===== src/rtl/bpt_pkg.sv =====
package bpt_pkg;
  localparam int CTRL_SEL_LSB  = 0;
  localparam int CTRL_DQ0      = 2;
  localparam int CTRL_DQ1      = 3;
  localparam int CTRL_EN       = 4;
  localparam int CTRL_SRST     = 5;
  localparam int CTRL_INV0     = 6;
  localparam int CTRL_INV1     = 7;
  localparam int CTRL_PCEN_LSB = 8;

  localparam int ATTR_W      = 7;
  localparam int ATTR_RW_VAL = 0;
  localparam int ATTR_RW_EN  = 1;
  localparam int ATTR_SZ_LSB = 2;
  localparam int ATTR_SZ_EN  = 4;
  localparam int ATTR_SU_VAL = 5;
  localparam int ATTR_SU_EN  = 6;

  localparam int NPAIR    = 2;
  localparam int PAIR_NREG = 5;

  typedef enum logic [1:0] {
    SEL_PC  = 2'd0,
    SEL_AP0 = 2'd1,
    SEL_AP1 = 2'd2,
    SEL_OFF = 2'd3
  } lvl_sel_e;

  typedef enum logic {
    SQ_IDLE  = 1'b0,
    SQ_ARMED = 1'b1
  } seq_state_e;

  typedef struct packed {
    logic       write;
    logic [1:0] size;
    logic       priv;
  } bus_attr_t;
endpackage


===== src/rtl/bpt_pc_cmp.sv =====
module bpt_pc_cmp #(
  parameter int NPC = 4,
  parameter int AW  = 32
) (
  input  logic                    pc_valid_i,
  input  logic [AW-1:0]           pc_i,
  input  logic [NPC-1:0]          en_i,
  input  logic [NPC-1:0][AW-1:0]  val_i,
  input  logic [AW-1:0]           mask_i,
  output logic                    hit_o
);
  logic [NPC-1:0] cmp_hit;

  for (genvar i = 0; i < NPC; i++) begin : g_cmp
    if (i == 0) begin : g_masked
      assign cmp_hit[i] = en_i[i] && (((pc_i ^ val_i[i]) & ~mask_i) == '0);
    end else begin : g_full
      assign cmp_hit[i] = en_i[i] && (pc_i == val_i[i]);
    end
  end

  assign hit_o = pc_valid_i && (|cmp_hit);
endmodule


===== src/rtl/bpt_addr_unit.sv =====
module bpt_addr_unit
  import bpt_pkg::*;
#(
  parameter int AW = 32,
  parameter int DW = 32
) (
  input  logic              bus_valid_i,
  input  logic [AW-1:0]     addr_i,
  input  logic [DW-1:0]     data_i,
  input  bus_attr_t         attr_i,
  input  logic [AW-1:0]     lo_i,
  input  logic [AW-1:0]     hi_i,
  input  logic [ATTR_W-1:0] attr_cfg_i,
  input  logic [DW-1:0]     dval_i,
  input  logic [DW-1:0]     dmask_i,
  input  logic              inv_i,
  input  logic              dq_i,
  output logic              hit_o
);
  logic in_rng, rng_ok, rw_ok, sz_ok, su_ok, data_ok;

  assign in_rng = (addr_i >= lo_i) && (addr_i <= hi_i);
  assign rng_ok = inv_i ? !in_rng : in_rng;

  assign rw_ok = !attr_cfg_i[ATTR_RW_EN] || (attr_i.write == attr_cfg_i[ATTR_RW_VAL]);
  assign sz_ok = !attr_cfg_i[ATTR_SZ_EN] ||
                 (attr_i.size == attr_cfg_i[ATTR_SZ_LSB +: 2]);
  assign su_ok = !attr_cfg_i[ATTR_SU_EN] || (attr_i.priv == attr_cfg_i[ATTR_SU_VAL]);

  // data compare only narrows the address hit
  assign data_ok = !dq_i || (((data_i ^ dval_i) & ~dmask_i) == '0);

  assign hit_o = bus_valid_i && rng_ok && rw_ok && sz_ok && su_ok && data_ok;
endmodule


===== src/rtl/bpt_seq.sv =====
module bpt_seq
  import bpt_pkg::*;
(
  input  logic             clk_i,
  input  logic             rst_ni,
  input  logic             en_i,
  input  lvl_sel_e         sel_i,
  input  logic             srst_i,
  input  logic             pc_hit_i,
  input  logic [NPAIR-1:0] ap_hit_i,
  output logic             trig_o,
  output logic             armed_o,
  output logic             fired_o,
  output logic             seq_armed_o
);
  seq_state_e state_q;
  logic lvl1_hit, lvl2_hit;

  always_comb begin
    lvl1_hit = 1'b0;
    lvl2_hit = 1'b0;
    unique case (sel_i)
      SEL_PC:  begin lvl1_hit = pc_hit_i;    lvl2_hit = ap_hit_i[0] || ap_hit_i[1]; end
      SEL_AP0: begin lvl1_hit = ap_hit_i[0]; lvl2_hit = pc_hit_i || ap_hit_i[1];    end
      SEL_AP1: begin lvl1_hit = ap_hit_i[1]; lvl2_hit = pc_hit_i || ap_hit_i[0];    end
      default: begin lvl1_hit = 1'b0;        lvl2_hit = 1'b0;                       end
    endcase
  end

  always_ff @(posedge clk_i or negedge rst_ni) begin
    if (!rst_ni) begin
      state_q <= SQ_IDLE;
      trig_o  <= 1'b0;
      armed_o <= 1'b0;
      fired_o <= 1'b0;
    end else if (srst_i) begin
      state_q <= SQ_IDLE;
      trig_o  <= 1'b0;
      armed_o <= 1'b0;
      fired_o <= 1'b0;
    end else begin
      trig_o <= 1'b0;
      unique case (state_q)
        SQ_IDLE: begin
          if (en_i && lvl1_hit) begin
            state_q <= SQ_ARMED;
            armed_o <= 1'b1;
          end
        end
        SQ_ARMED: begin
          if (!en_i) begin
            state_q <= SQ_IDLE;
          end else if (lvl2_hit) begin
            state_q <= SQ_IDLE;
            trig_o  <= 1'b1;
            fired_o <= 1'b1;
          end
        end
        default: state_q <= SQ_IDLE;
      endcase
    end
  end

  assign seq_armed_o = (state_q == SQ_ARMED);
endmodule


===== src/rtl/bpt_trigger_unit.sv =====
module bpt_trigger_unit
  import bpt_pkg::*;
#(
  parameter int NPC = 4,
  parameter int AW  = 32,
  parameter int DW  = 32,
  parameter int CW  = 32,
  localparam int PcBase   = 2,
  localparam int PairBase = PcBase + NPC,
  localparam int NReg     = PairBase + NPAIR * PAIR_NREG,
  localparam int AddrW    = $clog2(NReg)
) (
  input  logic             clk_i,
  input  logic             rst_ni,
  input  logic             cfg_we_i,
  input  logic [AddrW-1:0] cfg_addr_i,
  input  logic [CW-1:0]    cfg_wdata_i,
  input  logic             pc_valid_i,
  input  logic [AW-1:0]    pc_i,
  input  logic             bus_valid_i,
  input  logic [AW-1:0]    bus_addr_i,
  input  logic [DW-1:0]    bus_data_i,
  input  logic             bus_write_i,
  input  logic [1:0]       bus_size_i,
  input  logic             bus_super_i,
  output logic             trig_o,
  output logic             armed_o,
  output logic             fired_o
);
  lvl_sel_e                sel_q;
  logic                    en_q;
  logic [NPAIR-1:0]        dq_q, inv_q;
  logic [NPC-1:0]          pcen_q;
  logic [AW-1:0]           pc_mask_q;
  logic [NPC-1:0][AW-1:0]  pc_val_q;
  logic [AW-1:0]           lo_q    [NPAIR];
  logic [AW-1:0]           hi_q    [NPAIR];
  logic [ATTR_W-1:0]       attr_q  [NPAIR];
  logic [DW-1:0]           dval_q  [NPAIR];
  logic [DW-1:0]           dmask_q [NPAIR];

  logic             ctrl_wr, srst;
  logic             pc_hit;
  logic [NPAIR-1:0] ap_hit;
  logic             seq_armed;
  bus_attr_t        bus_attr;

  assign ctrl_wr = cfg_we_i && (cfg_addr_i == AddrW'(0));
  assign srst    = ctrl_wr && cfg_wdata_i[CTRL_SRST];

  always_ff @(posedge clk_i or negedge rst_ni) begin
    if (!rst_ni) begin
      sel_q     <= SEL_PC;
      en_q      <= 1'b0;
      dq_q      <= '0;
      inv_q     <= '0;
      pcen_q    <= '0;
      pc_mask_q <= '0;
      pc_val_q  <= '0;
      for (int j = 0; j < NPAIR; j++) begin
        lo_q[j]    <= '0;
        hi_q[j]    <= '0;
        attr_q[j]  <= '0;
        dval_q[j]  <= '0;
        dmask_q[j] <= '0;
      end
    end else if (cfg_we_i) begin
      if (ctrl_wr) begin
        sel_q    <= lvl_sel_e'(cfg_wdata_i[CTRL_SEL_LSB +: 2]);
        en_q     <= cfg_wdata_i[CTRL_EN];
        dq_q     <= {cfg_wdata_i[CTRL_DQ1], cfg_wdata_i[CTRL_DQ0]};
        inv_q    <= {cfg_wdata_i[CTRL_INV1], cfg_wdata_i[CTRL_INV0]};
        pcen_q   <= cfg_wdata_i[CTRL_PCEN_LSB +: NPC];
      end
      if (cfg_addr_i == AddrW'(1)) pc_mask_q <= cfg_wdata_i[AW-1:0];
      for (int i = 0; i < NPC; i++) begin
        if (cfg_addr_i == AddrW'(PcBase + i)) pc_val_q[i] <= cfg_wdata_i[AW-1:0];
      end
      for (int j = 0; j < NPAIR; j++) begin
        if (cfg_addr_i == AddrW'(PairBase + j*PAIR_NREG + 0)) lo_q[j]    <= cfg_wdata_i[AW-1:0];
        if (cfg_addr_i == AddrW'(PairBase + j*PAIR_NREG + 1)) hi_q[j]    <= cfg_wdata_i[AW-1:0];
        if (cfg_addr_i == AddrW'(PairBase + j*PAIR_NREG + 2)) attr_q[j]  <= cfg_wdata_i[ATTR_W-1:0];
        if (cfg_addr_i == AddrW'(PairBase + j*PAIR_NREG + 3)) dval_q[j]  <= cfg_wdata_i[DW-1:0];
        if (cfg_addr_i == AddrW'(PairBase + j*PAIR_NREG + 4)) dmask_q[j] <= cfg_wdata_i[DW-1:0];
      end
    end
  end

  bpt_pc_cmp #(.NPC(NPC), .AW(AW)) i_pc_cmp (
    .pc_valid_i (pc_valid_i),
    .pc_i       (pc_i),
    .en_i       (pcen_q),
    .val_i      (pc_val_q),
    .mask_i     (pc_mask_q),
    .hit_o      (pc_hit)
  );

  assign bus_attr = '{write: bus_write_i, size: bus_size_i, priv: bus_super_i};

  for (genvar j = 0; j < NPAIR; j++) begin : g_pair
    bpt_addr_unit #(.AW(AW), .DW(DW)) i_addr_unit (
      .bus_valid_i (bus_valid_i),
      .addr_i      (bus_addr_i),
      .data_i      (bus_data_i),
      .attr_i      (bus_attr),
      .lo_i        (lo_q[j]),
      .hi_i        (hi_q[j]),
      .attr_cfg_i  (attr_q[j]),
      .dval_i      (dval_q[j]),
      .dmask_i     (dmask_q[j]),
      .inv_i       (inv_q[j]),
      .dq_i        (dq_q[j]),
      .hit_o       (ap_hit[j])
    );
  end

  bpt_seq i_seq (
    .clk_i       (clk_i),
    .rst_ni      (rst_ni),
    .en_i        (en_q),
    .sel_i       (sel_q),
    .srst_i      (srst),
    .pc_hit_i    (pc_hit),
    .ap_hit_i    (ap_hit),
    .trig_o      (trig_o),
    .armed_o     (armed_o),
    .fired_o     (fired_o),
    .seq_armed_o (seq_armed)
  );
endmodule


===== config.mk =====
export PLATFORM = sky130hd
export DESIGN_NAME = bpt_trigger_unit
export DESIGN_NICKNAME = d
export VERILOG_FILES = /design/src/rtl/bpt_pkg.sv /design/src/rtl/bpt_pc_cmp.sv /design/src/rtl/bpt_addr_unit.sv /design/src/rtl/bpt_seq.sv /design/src/rtl/bpt_trigger_unit.sv
export SDC_FILE = /design/constraint.sdc
export NUM_CORES = 1
export LEC_CHECK = 0
export BUFFER_PORTS_ARGS = -buffer_cell sky130_fd_sc_hd__buf_4
export CORE_MARGIN = 3
export CORE_UTILIZATION = 66
export CTS_BUF_LIST = sky130_fd_sc_hd__clkbuf_16
export DETAILED_ROUTE_END_ITERATION = 10
export MAX_ROUTING_LAYER = met4
export PLACE_DENSITY = 0.86
export REMOVE_ABC_BUFFERS = 1
export SYNTH_ARGS = -nofsm -noshare
export SYNTH_HDL_FRONTEND = slang
export SYNTH_SLANG_ARGS = --single-unit
export TNS_END_PERCENT = 10

===== constraint.sdc =====
create_clock -name clk_i -period 4.75 [get_ports clk_i]
set_clock_uncertainty 0.05 [all_clocks]
set_input_delay 0 -clock clk_i [delete_from_list [all_inputs] [get_ports clk_i]]
set_output_delay 0 -clock clk_i [all_outputs]
set_load 0.01 [all_outputs]

==> results of run 1 <==
==> Yosys cell counts (2+ instances only) <==
library cell and instances:
mux2_1 3, mux2_2 311, nor2b_1 3, or3_1 4, a21oi_1 50, a21oi_2 3
inv_1 137, nor4_1 22, nor3_1 7, or4_1 4, nand4_1 37, xor2_1 21
xnor2_1 180, o22ai_1 47, o21ai_1 4, o21ai_0 149, a22oi_1 2, nand3_1 23
and4_1 12, clkbuf_1 99, a2111oi_0 3, a21o_1 7, buf_1 12, o211ai_1 2
a311oi_2 2, a221oi_1 6, a2111o_1 2, nor2_1 23, nand3b_1 2, a31oi_1 3
dfrtp_1 445, nand2b_1 5, a211oi_1 2, ha_1 132, nand2_1 170
==> path summary, 6_finish.rpt <==
| check | from | end | slack (ps) | depth (start not counted) |
|---|---|---|---|---|
| hold / removal | rst_ni | lo_q[17] | 6 | 2 |
| min in group clk_i | bus_valid_i | i_seq.trig_o | 150 | 6 |
| max in group asynchronous | rst_ni | dval_q[37] | 3270 | 3 |
| hold reg to reg | pc_mask_q[31] | pc_mask_q[31] | 450 | 1 |
| setup / recovery | hi_q[59] | i_seq.seq_armed_o | 1610 | 10 |
| setup reg to reg | hi_q[59] | i_seq.seq_armed_o | 1610 | 10 |
==> layer usage <==
metal  global-route usage  share of wire  vias up
li1                     -              -     6990
met1                0.441           0.41     7965
met2                0.543           0.47      665
met3               0.0567          0.079      153
met4                0.130          0.042        0
met5                    -              0        -
==> cell families (layout without fill, tap and decap cells) <==
group	Yosys count	after routing	share of synthesized area
and+or+nand+nor	314	314	0.0673
other	0	1	0
muxes	315	315	0.160
DFF	445	445	0.502
adders and majority gates	132	132	0.0744
buffers and inverters	248	419	0.0420
xor gates and xnor gates	201	201	0.0794
AOI/OAI and AO/OA	290	290	0.0749
==> final cells by class <==
class                   instances  area [sq um]  area share
clock buffers                  46          1150      0.0453
diodes                          1          2.50   0.0000985
repair buffers                198          1620      0.0636
multi-input cells            1252         10200       0.400
well taps                     442           553      0.0218
clock inverters                38           262      0.0103
flip-flops and latches        445         11100       0.438
inverters                     137           514      0.0202
==> report_power, final <==
| group | internal, mW | switching (mW) | total [mW] |
|---|---|---|---|
| clock network | 1.88 | 1.53 | 3.41 |
| logic | 1.37 | 1.36 | 2.73 |
| registers | 4.68 | 0.496 | 5.17 |
==> through the flow <==
stage | hold WS, ps | worst slack [ps]
final | 5.72 | 1610
after global routing | 103 | 1430
after CTS | 60.0 | 1670
after detailed placement | 49.8 | 1820
after global placement | 37.4 | 1890
after floorplan | -346 | 1250
==> sequential cells by signal, indices dropped and copies added, names as in the netlist, 2 cells and up <==
name	count
inv_q	2
attr_q	14
dval_q	64
lo_q	64
pc_mask_q	32
pcen_q	4
hi_q	64
dq_q	2
dmask_q	64
sel_q	2
pc_val_q	128
==> cell usage in the layout (no fill, tap or decap), types with 21 or more instances in the layout <==
master,netlist,routed
dfrtp_1,445,445
mux2_2,311,311
xnor2_1,180,180
nand2_1,170,170
buf_4,0,156
o21ai_0,149,149
inv_1,137,144
ha_1,132,132
a21oi_1,50,50
o22ai_1,47,47
clkbuf_16,0,46
dlygate4sd3_1,0,39
nand4_1,37,37
nand3_1,23,23
nor4_1,22,21
xor2_1,21,21
==> results.ini, run 1 <==
[place]
placed_cells = 2435
placed_area_sq_mm = 0.0236
dp_hpwl_um = 39100
gp_congestion = 0.941
port_buffers = 143

[floorplanning]
ios = 144
die_x_um = 189
chipHeight_um = 189
dieArea_sq_mm = 0.0358
core_sq_mm = 0.0329
initial_core_util = 0.675
rows = 66

[worst_setup_path]
crit_required_ps = 5180
crit_type = flip-flop to flip-flop
cp_top_family = simple AND/OR/NAND/NOR gates
cp-start-kind = flip-flop
path_buf_inv = 1
slowest_delay_ps = 700
slowest_stage = nor4_1
cp_common_cell = o21ai_1
end_kind = flip-flop
cp_max_fo = 3
crit_chain = inv_1 -> ha_1 -> nand4_1 -> nor4_1 -> o221ai_1 -> and4_1 -> o21ai_1 -> o21ai_1 -> a311oi_2 -> nor3b_2
worstPathArrival_ps = 3580

[power_and_ir_drop]
max-vdd-ir-drop_mv = 0.305
powerDensity_mw_per_mm2 = 445
p_total_mw = 11.3
p_leak_nw = 11.3

[layout]
area_delta_synth_final_pct = 14.5
finalInstanceArea_sq_mm = 0.0254
fin_util = 0.773
fillers = 2033
drive_gt1_frac = 0.258
nNetsFinal = 2353
fin_cells = 2559

[timing]
setup_viol = 0
hold_viol = 0
finalCritPeriodShare = 0.662
tns_ps = 0
post-route-min-period_ps = 3140
max_slew.worst_pin.slew_ps = 1240
fmax_mhz = 318
rsz0062_at_grt = no
slew_violations = 0
max_slew_margin = 0.172

[clock_tree]
cts_sinks = 445
cts_buffer_depth = 3
cts_buffers = 46
path_clk_slew_ps = 60
postCtsSetupRepairBufs = 0
cts_hold_buf = 39
htreeDepth = 2
cts_tree = built
cts_resized = 0
clk_latency_ps = 570
cts_root_buf = clkbuf_16

[job]
maxCapViolCount = 0

[global_routing]
grt_pass1_wl_um = 92000
gr-total-overflow = 0
grtUsageTotal = 0.339
antenna_found_initial = 0
grt_max_degree = 118
grt_pass1_vias = 16900

[run_status]
status = finished clean

[synth]
yosysTopAreaCell = dfrtp_1
ys_ff_latch = 445
yosysTopAreaCellShare = 0.502
ys.flop_type = dfrtp_1
syn_inst = 1945
async_flop_share = 1.00
ys_warn_count = 0
synth_edf_count = 0
synth_cell_types = 46
synthTopCellsByArea = dfrtp_1 50%, mux2_2 16%, ha_1 7.4%
synth_area_per_cell_sq_um = 11.4
synth_seq_area_share = 0.502
synthesis.area_sq_mm = 0.0222

[hold_path]
hold_path_class = input pin to asynchronous set/reset pin

[route]
route.detailed.drc = 0
firstDrtPassIters = 5
drtIter0Drc = 1157
ant_nets = 0
via_per_inst = 6.16
wl_um = 58300
num_vias = 15800
wire_per_inst_um = 22.8

No activity file was read; power rests on OpenSTA's default activity.
==> inputs of run 2 (changes only) <==
--- a/config.mk
+++ b/config.mk
@@ -7,11 +7,11 @@
 export LEC_CHECK = 0
 export BUFFER_PORTS_ARGS = -buffer_cell sky130_fd_sc_hd__buf_4
 export CORE_MARGIN = 3
-export CORE_UTILIZATION = 66
+export CORE_UTILIZATION = 61
 export CTS_BUF_LIST = sky130_fd_sc_hd__clkbuf_16
 export DETAILED_ROUTE_END_ITERATION = 10
 export MAX_ROUTING_LAYER = met4
-export PLACE_DENSITY = 0.86
+export PLACE_DENSITY = 0.8
 export REMOVE_ABC_BUFFERS = 1
 export SYNTH_ARGS = -nofsm -noshare
 export SYNTH_HDL_FRONTEND = slang
==> constraint.sdc (replaced) <==
create_clock -name clk_i -period 3.1 [get_ports clk_i]
set_clock_uncertainty 0.05 [all_clocks]
set_input_delay 0 -clock clk_i [delete_from_list [all_inputs] [get_ports clk_i]]
set_output_delay 0 -clock clk_i [all_outputs]
set_load 0.01 [all_outputs]
==> run 2 against run 1 <==
Against the previous run:
- final cell count rose by 1.3%
- combinational power rose by 52%
- core utilization fell by 5.4 points
- non-clock buffer count rose by 10
- first-iteration DRC count fell by 11%
- design area rose by 1.2%
- register-to-register slack got worse by 1500 ps
- total power rose by 58%
- clock-buffer cell count rose by 2
- sequential share of layout area fell by 0.52 points
- flip-flop and latch count did not move
- sequential power rose by 53%
- critical path type unchanged
- highest routed layer unchanged
==> results.ini, run 2 (synthesis gave the netlist of run 1 again) <==
[route]
drtIter0Drc = 1028  ; -11%
route.detailed.drc = 0  ; unchanged
wire_per_inst_um = 22.3  ; -2.2%
firstDrtPassIters = 5  ; unchanged
via_per_inst = 5.99  ; -2.8%
wl_um = 57700  ; -1.0%
num_vias = 15500  ; -1.6%
ant_nets = 0  ; unchanged

[global_routing]
grt_pass1_wl_um = 90500  ; -1.6%
grtUsageTotal = 0.310  ; -0.0291
grt.met2_usage = 0.483  ; -0.0599
use_met1 = 0.414  ; -0.0263
grt_pass1_vias = 16300  ; -3.4%
use_met3 = 0.0564  ; -0.000246
gr-total-overflow = 0  ; unchanged
grt_max_degree = 97  ; -18%
antenna_found_initial = 3  ; +3
top_usage_layer = met2

[power_and_ir_drop]
p_leak_nw = 11.5  ; +1.3%
p_seq_frac = 0.441  ; -0.016
p_int_mw = 12.8  ; +61%
power_switching_mw = 5.16  ; +52%
switching_share = 0.288  ; -0.0118
power_frac_comb = 0.231  ; -0.010
powerDensity_mw_per_mm2 = 697  ; +57%
clkPwrFrac = 0.328  ; +0.026
max-vdd-ir-drop_mv = 0.404  ; +33%

[worst_setup_path]
end_kind = flip-flop
crit_required_ps = 3520  ; -1660 ps
slowest_stage = a311oi_2
crit_chain = inv_1 -> ha_1 -> nand4_1 -> and4bb_1 -> and4_4 -> or4_1 -> o21ai_1 -> a311oi_2 -> mux2_4 -> o221ai_2 -> a21oi_1 -> nor3b_2
r2r_cells = 12  ; +2
cp-start-kind = flip-flop
cp_max_fo = 3  ; unchanged
slowest_delay_ps = 400  ; -300 ps
worstPathArrival_ps = 3400  ; -180 ps
crit_type = flip-flop to flip-flop
crit_cells = 12  ; +2
cp_top_family = simple AND/OR/NAND/NOR gates
path_buf_inv = 1  ; unchanged

[floorplanning]
ios = 144  ; unchanged
chipHeight_um = 197  ; +3.9%
die_x_um = 197  ; +3.9%
initial_core_util = 0.621  ; -0.0543
core_sq_mm = 0.0357  ; +8.7%
dieArea_sq_mm = 0.0387  ; +7.9%
rows = 69  ; +4.5%

[layout]
drive_gt1_frac = 0.269  ; +0.0117
largest_reg_flops = 128  ; unchanged
largest-register = pc_val_q
fin_util = 0.720  ; -0.0536
final_common_cell = dfrtp_1
fin_cells = 2591  ; +1.3%
area_delta_synth_final_pct = 15.9
finalInstanceArea_sq_mm = 0.0257  ; +1.2%
nNetsFinal = 2364  ; +0.47%
final_cell_mix = 445 x dfrtp_1, 311 x mux2_2, 180 x xnor2_1

[timing]
setup_ws_ps = 127  ; -1480 ps
finalCritPeriodShare = 0.959  ; +0.297
fmax_mhz = 336  ; +5.7%
post-route-min-period_ps = 2970  ; -170 ps
hold_viol = 0  ; unchanged
max_slew.worst_pin.slew_ps = 1000  ; -238 ps
slew_violations = 0  ; unchanged
max_slew_margin = 0.324  ; +0.152
setup_viol = 0  ; unchanged

[clock_tree]
clk_latency_ps = 560  ; about the same
path_clk_slew_ps = 60  ; about the same
htreeDepth = 2  ; unchanged
cts_root_buf = clkbuf_16
cts_buffer_depth = 3  ; unchanged
cts_buffers = 47  ; +2.2%
cts_tree = built
cts_sinks = 445  ; unchanged

[job]
maxCapViolCount = 0  ; unchanged

[place]
place_worst_setup_slack_ps = 45.2  ; -1780 ps
port_buffers = 143  ; unchanged
gp_congestion = 0.901  ; -4.3%
dp_hpwl_um = 39600  ; +1.1%
placed_area_sq_mm = 0.0237  ; +0.45%
placed_cells = 2465  ; +1.2%

[run_status]
status = finished clean

[hold_path]
hold_path_class = input pin to asynchronous set/reset pin

run 2: final cells by class:
class | instances | area (sq um)
diodes | 2 | 5.00
fillers | 2448 | 10000
clock inverters | 38 | 414
repair buffers | 208 | 1680
well taps | 461 | 577
inverters | 137 | 514
clock buffers | 48 | 1200
multi-input cells | 1252 | 10200
flip-flops and latches | 445 | 11100
run 2: what timing repair did:
action,4_1_cts,5_1_grt
endpoints found under the hold margin,542,0
setup buffers,0,2
setup endpoints to repair,0,2
gates resized for setup,0,6
hold buffers,36,0
run 2: worst paths after layout:
check / endpoint / slack (ps) / from
max: i_seq.seq_armed_o / 130 / hi_q[30]
min: pc_mask_q[18] / 10 / rst_ni
max reg2reg: i_seq.seq_armed_o / 130 / hi_q[30]
min reg2reg: pc_mask_q[0] / 460 / pc_mask_q[0]
max in group asynchronous: dval_q[57] / 1940 / rst_ni
min in group clk_i: i_seq.armed_o / 90 / pc_valid_i
run 2: stage by stage:
step | TNS [ps] | hold WS, ps | power [mW]
3_5_place_dp | 0 | 37.6 | 12.0
2_1_floorplan | -7920 | -346 | 10.6
4_1_cts | 0 | 42.1 | 18.0
5_1_grt | -16.0 | 74.9 | 18.8
3_3_place_gp | 0 | 30.6 | 11.7
6_report | 0 | 14.6 | 17.9
run 2: power by group through the flow:
stage          clock, mW  combinational, mW  sequential [mW]
2_1_floorplan          0               2.80             7.79
3_3_place_gp           0               3.82             7.89
3_5_place_dp           0               4.02             7.98
4_1_cts             5.95               4.13             7.90
5_1_grt             6.18               4.61             8.04
6_report            5.88               4.15             7.90
run 2: layer usage:
layer  vias up  wire (um)
met3       138       3960
met2       506      26900
li1       7012          -
met1      7863      24400
met4         0       2400
met5         -          0
==> inputs of run 3 (changes only) <==
--- a/config.mk
+++ b/config.mk
@@ -10,6 +10,7 @@
 export CORE_UTILIZATION = 61
 export CTS_BUF_LIST = sky130_fd_sc_hd__clkbuf_16
 export DETAILED_ROUTE_END_ITERATION = 10
+export HOLD_SLACK_MARGIN = 0.08
 export MAX_ROUTING_LAYER = met4
 export PLACE_DENSITY = 0.8
 export REMOVE_ABC_BUFFERS = 1
==> constraint.sdc (replaced) <==
create_clock -name clk_i -period 3.1 [get_ports clk_i]
set_clock_uncertainty 0.05 [all_clocks]
set_input_delay 0.465 -clock clk_i [delete_from_list [all_inputs] [get_ports clk_i]]
set_output_delay 0.465 -clock clk_i [all_outputs]
set_load 0.01 [all_outputs]
==> run 3 against run 2 <==
Against the previous run:
- via count down 2.8%
- sequential share of layout area rose by 0.56 points
- design area decreased by 1.3%
- register-to-register slack barely moved
- first-iteration DRC count decreased by 10%
- highest routed layer unchanged
- total power is 2.9% lower
- die area is the same
- critical path depth rose by 1
- non-clock buffer count is 15 lower
- combinational power about the same
- setup slack improved by 1.8 ps
- final cell count shrank 0.89%
- largest power group unchanged
==> results.ini, run 3 (synthesis gave the netlist of run 1 again) <==
[worst_setup_path]
crit_required_ps = 3550  ; +30 ps
end_kind = flip-flop
cp_max_fo = 2  ; -1
worstPathArrival_ps = 3420  ; +20 ps
cp-start-kind = flip-flop
crit_type = flip-flop to flip-flop

[clock_tree]
cts_tree = built
cts_buffers = 46  ; -2.1%
cts_root_buf = clkbuf_16
cts_sinks = 445  ; unchanged
htreeDepth = 2  ; unchanged
clk_latency_ps = 570  ; about the same
cts_buffer_depth = 3  ; unchanged
path_clk_slew_ps = 70  ; about the same

[timing]
fmax_mhz = 337  ; about the same
finalCritPeriodShare = 0.958  ; about the same
fin_hold_ws_ps = 208  ; +193 ps
setup_viol = 0  ; unchanged
tns_ps = 0  ; unchanged
rsz0062_at_grt = no
max_slew.worst_pin.slew_ps = 1030  ; +28.3 ps
slew_violations = 0  ; unchanged
post-route-min-period_ps = 2970  ; -1.82 ps
hold_viol = 0  ; unchanged
max_slew_margin = 0.305  ; -0.0191

[power_and_ir_drop]
max-vdd-ir-drop_mv = 0.498  ; +23%
switching_share = 0.290  ; +0.00172
power_frac_comb = 0.240  ; +0.009
powerDensity_mw_per_mm2 = 686  ; -1.7%
clkPwrFrac = 0.307  ; -0.021
power_switching_mw = 5.04  ; -2.3%
p_int_mw = 12.4  ; -3.2%
p_seq_frac = 0.454  ; +0.013
p_total_mw = 17.4  ; -2.9%
p_leak_nw = 11.4  ; -0.82%

[floorplanning]
core_sq_mm = 0.0357  ; unchanged
chipHeight_um = 197  ; unchanged
die_x_um = 197  ; unchanged
rows = 69  ; unchanged
dieArea_sq_mm = 0.0387  ; unchanged
ios = 144  ; unchanged
initial_core_util = 0.621  ; unchanged

[layout]
fin_util = 0.710  ; -0.00924
drive_gt1_frac = 0.277  ; +0.00790
fillers = 2573  ; +5.1%
final_common_cell = dfrtp_1
area_delta_synth_final_pct = 14.4
n_antenna_cell = 0  ; -2
nNetsFinal = 2348  ; -0.68%
final_cell_mix = 445 x dfrtp_1, 311 x mux2_2, 185 x buf_4
finalInstanceArea_sq_mm = 0.0254  ; -1.3%
largest_reg_flops = 128  ; unchanged
largest-register = pc_val_q

[global_routing]
grt_pass1_vias = 15800  ; -3.2%
grt_pass1_wl_um = 89100  ; -1.6%
grt_max_degree = 86  ; -11%
gr-total-overflow = 0  ; unchanged
grtUsageTotal = 0.306  ; -0.00457
antenna_found_initial = 1  ; -2

[place]
port_buffers = 143  ; unchanged
placed_area_sq_mm = 0.0239  ; +0.88%
gp_congestion = 0.958  ; +6.3%
dp_hpwl_um = 39600  ; +0.10%

[route]
drtIter0Drc = 921  ; -10%
ant_nets = 0  ; unchanged
firstDrtPassIters = 5  ; unchanged
route.detailed.drc = 0  ; unchanged
num_vias = 15100  ; -2.8%
via_per_inst = 5.87  ; -1.9%
wl_um = 56300  ; -2.4%
wire_per_inst_um = 21.9  ; -1.6%

[job]
maxCapViolCount = 0  ; unchanged

[run_status]
status = finished clean

[hold_path]
hold_path_class = input pin to flip-flop

run 3: cell count changes in the layout (fill, tap and decap cells not counted), sizes merged:
cell,previous run,this run
bufinv,8,4
inv,146,147
clkinvlp,4,1
dlygate4sd3,36,1
buf,172,192
diode,2,0
clkinv,17,18
clkbuf,48,47
run 3: worst max-delay path, stage by stage, from the launching register on:
cell and delay (ps):
dfrtp_1 360, inv_1 70, ha_1 250, a21oi_2 130, o21ai_1 110, a221o_1 400, a2111o_1 430, a21oi_2 140
a311oi_2 60, buf_4 160, mux2_4 310, o221ai_4 160, a21oi_1 100, nor3b_2 170
run 3: metal layers:
metal,part of all wire,wire (um),vias up,GRT usage
li1,-,-,6995,-
met1,0.44,25000,7608,0.425
met2,0.48,26900,403,0.484
met3,0.053,3000,80,0.0376
met4,0.025,1410,0,0.0839
met5,0,0,-,-
run 3: area by class of cell:
cell class / count / area, sq um / share of cell area
multi-input cells: 1252 / 10200 / 0.402
inverters: 137 / 514 / 0.0203
clock buffers: 47 / 1180 / 0.0463
repair buffers: 193 / 1530 / 0.0604
clock inverters: 33 / 251 / 0.00991
well taps: 461 / 577 / 0.0227
flip-flops and latches: 445 / 11100 / 0.439
run 3: path summary, 6_finish.rpt:
path                                  from           endpoint  slack [ps]  depth (start not counted)
max in group asynchronous           rst_ni           lo_q[41]        1590                          3
setup reg to reg                  lo_q[19]  i_seq.seq_armed_o         130                         13
min in group asynchronous           rst_ni      pc_val_q[121]         480                          2
hold reg to reg                  attr_q[4]          attr_q[4]         460                          1
hold / removal             cfg_wdata_i[27]           lo_q[59]         210                          3
setup / recovery                  lo_q[19]  i_seq.seq_armed_o         130                         13
run 3: through the flow:
stage	setup slack [ps]	cells
after floorplan	-866	1834
after global placement	-99.6	2486
after detailed placement	-226	2486
after CTS	92.9	2567
after global routing	4.51	2568
final	129	2568
run 3: power groups by stage:
stage          Clock (mW)  Combinational, mW  Sequential, mW
2_1_floorplan           0               2.80            7.79
3_3_place_gp            0               3.92            7.89
3_5_place_dp            0               4.09            7.99
4_1_cts              5.41               4.15            7.89
5_1_grt              5.63               4.65            8.05
6_report             5.34               4.17            7.89
run 3: repair_timing:
action	CTS	global route
resized for setup	0	7
endpoints found under the hold margin	78	0
hold buffers	1	0
buffers inserted	0	1
endpoints found under the setup margin	0	4
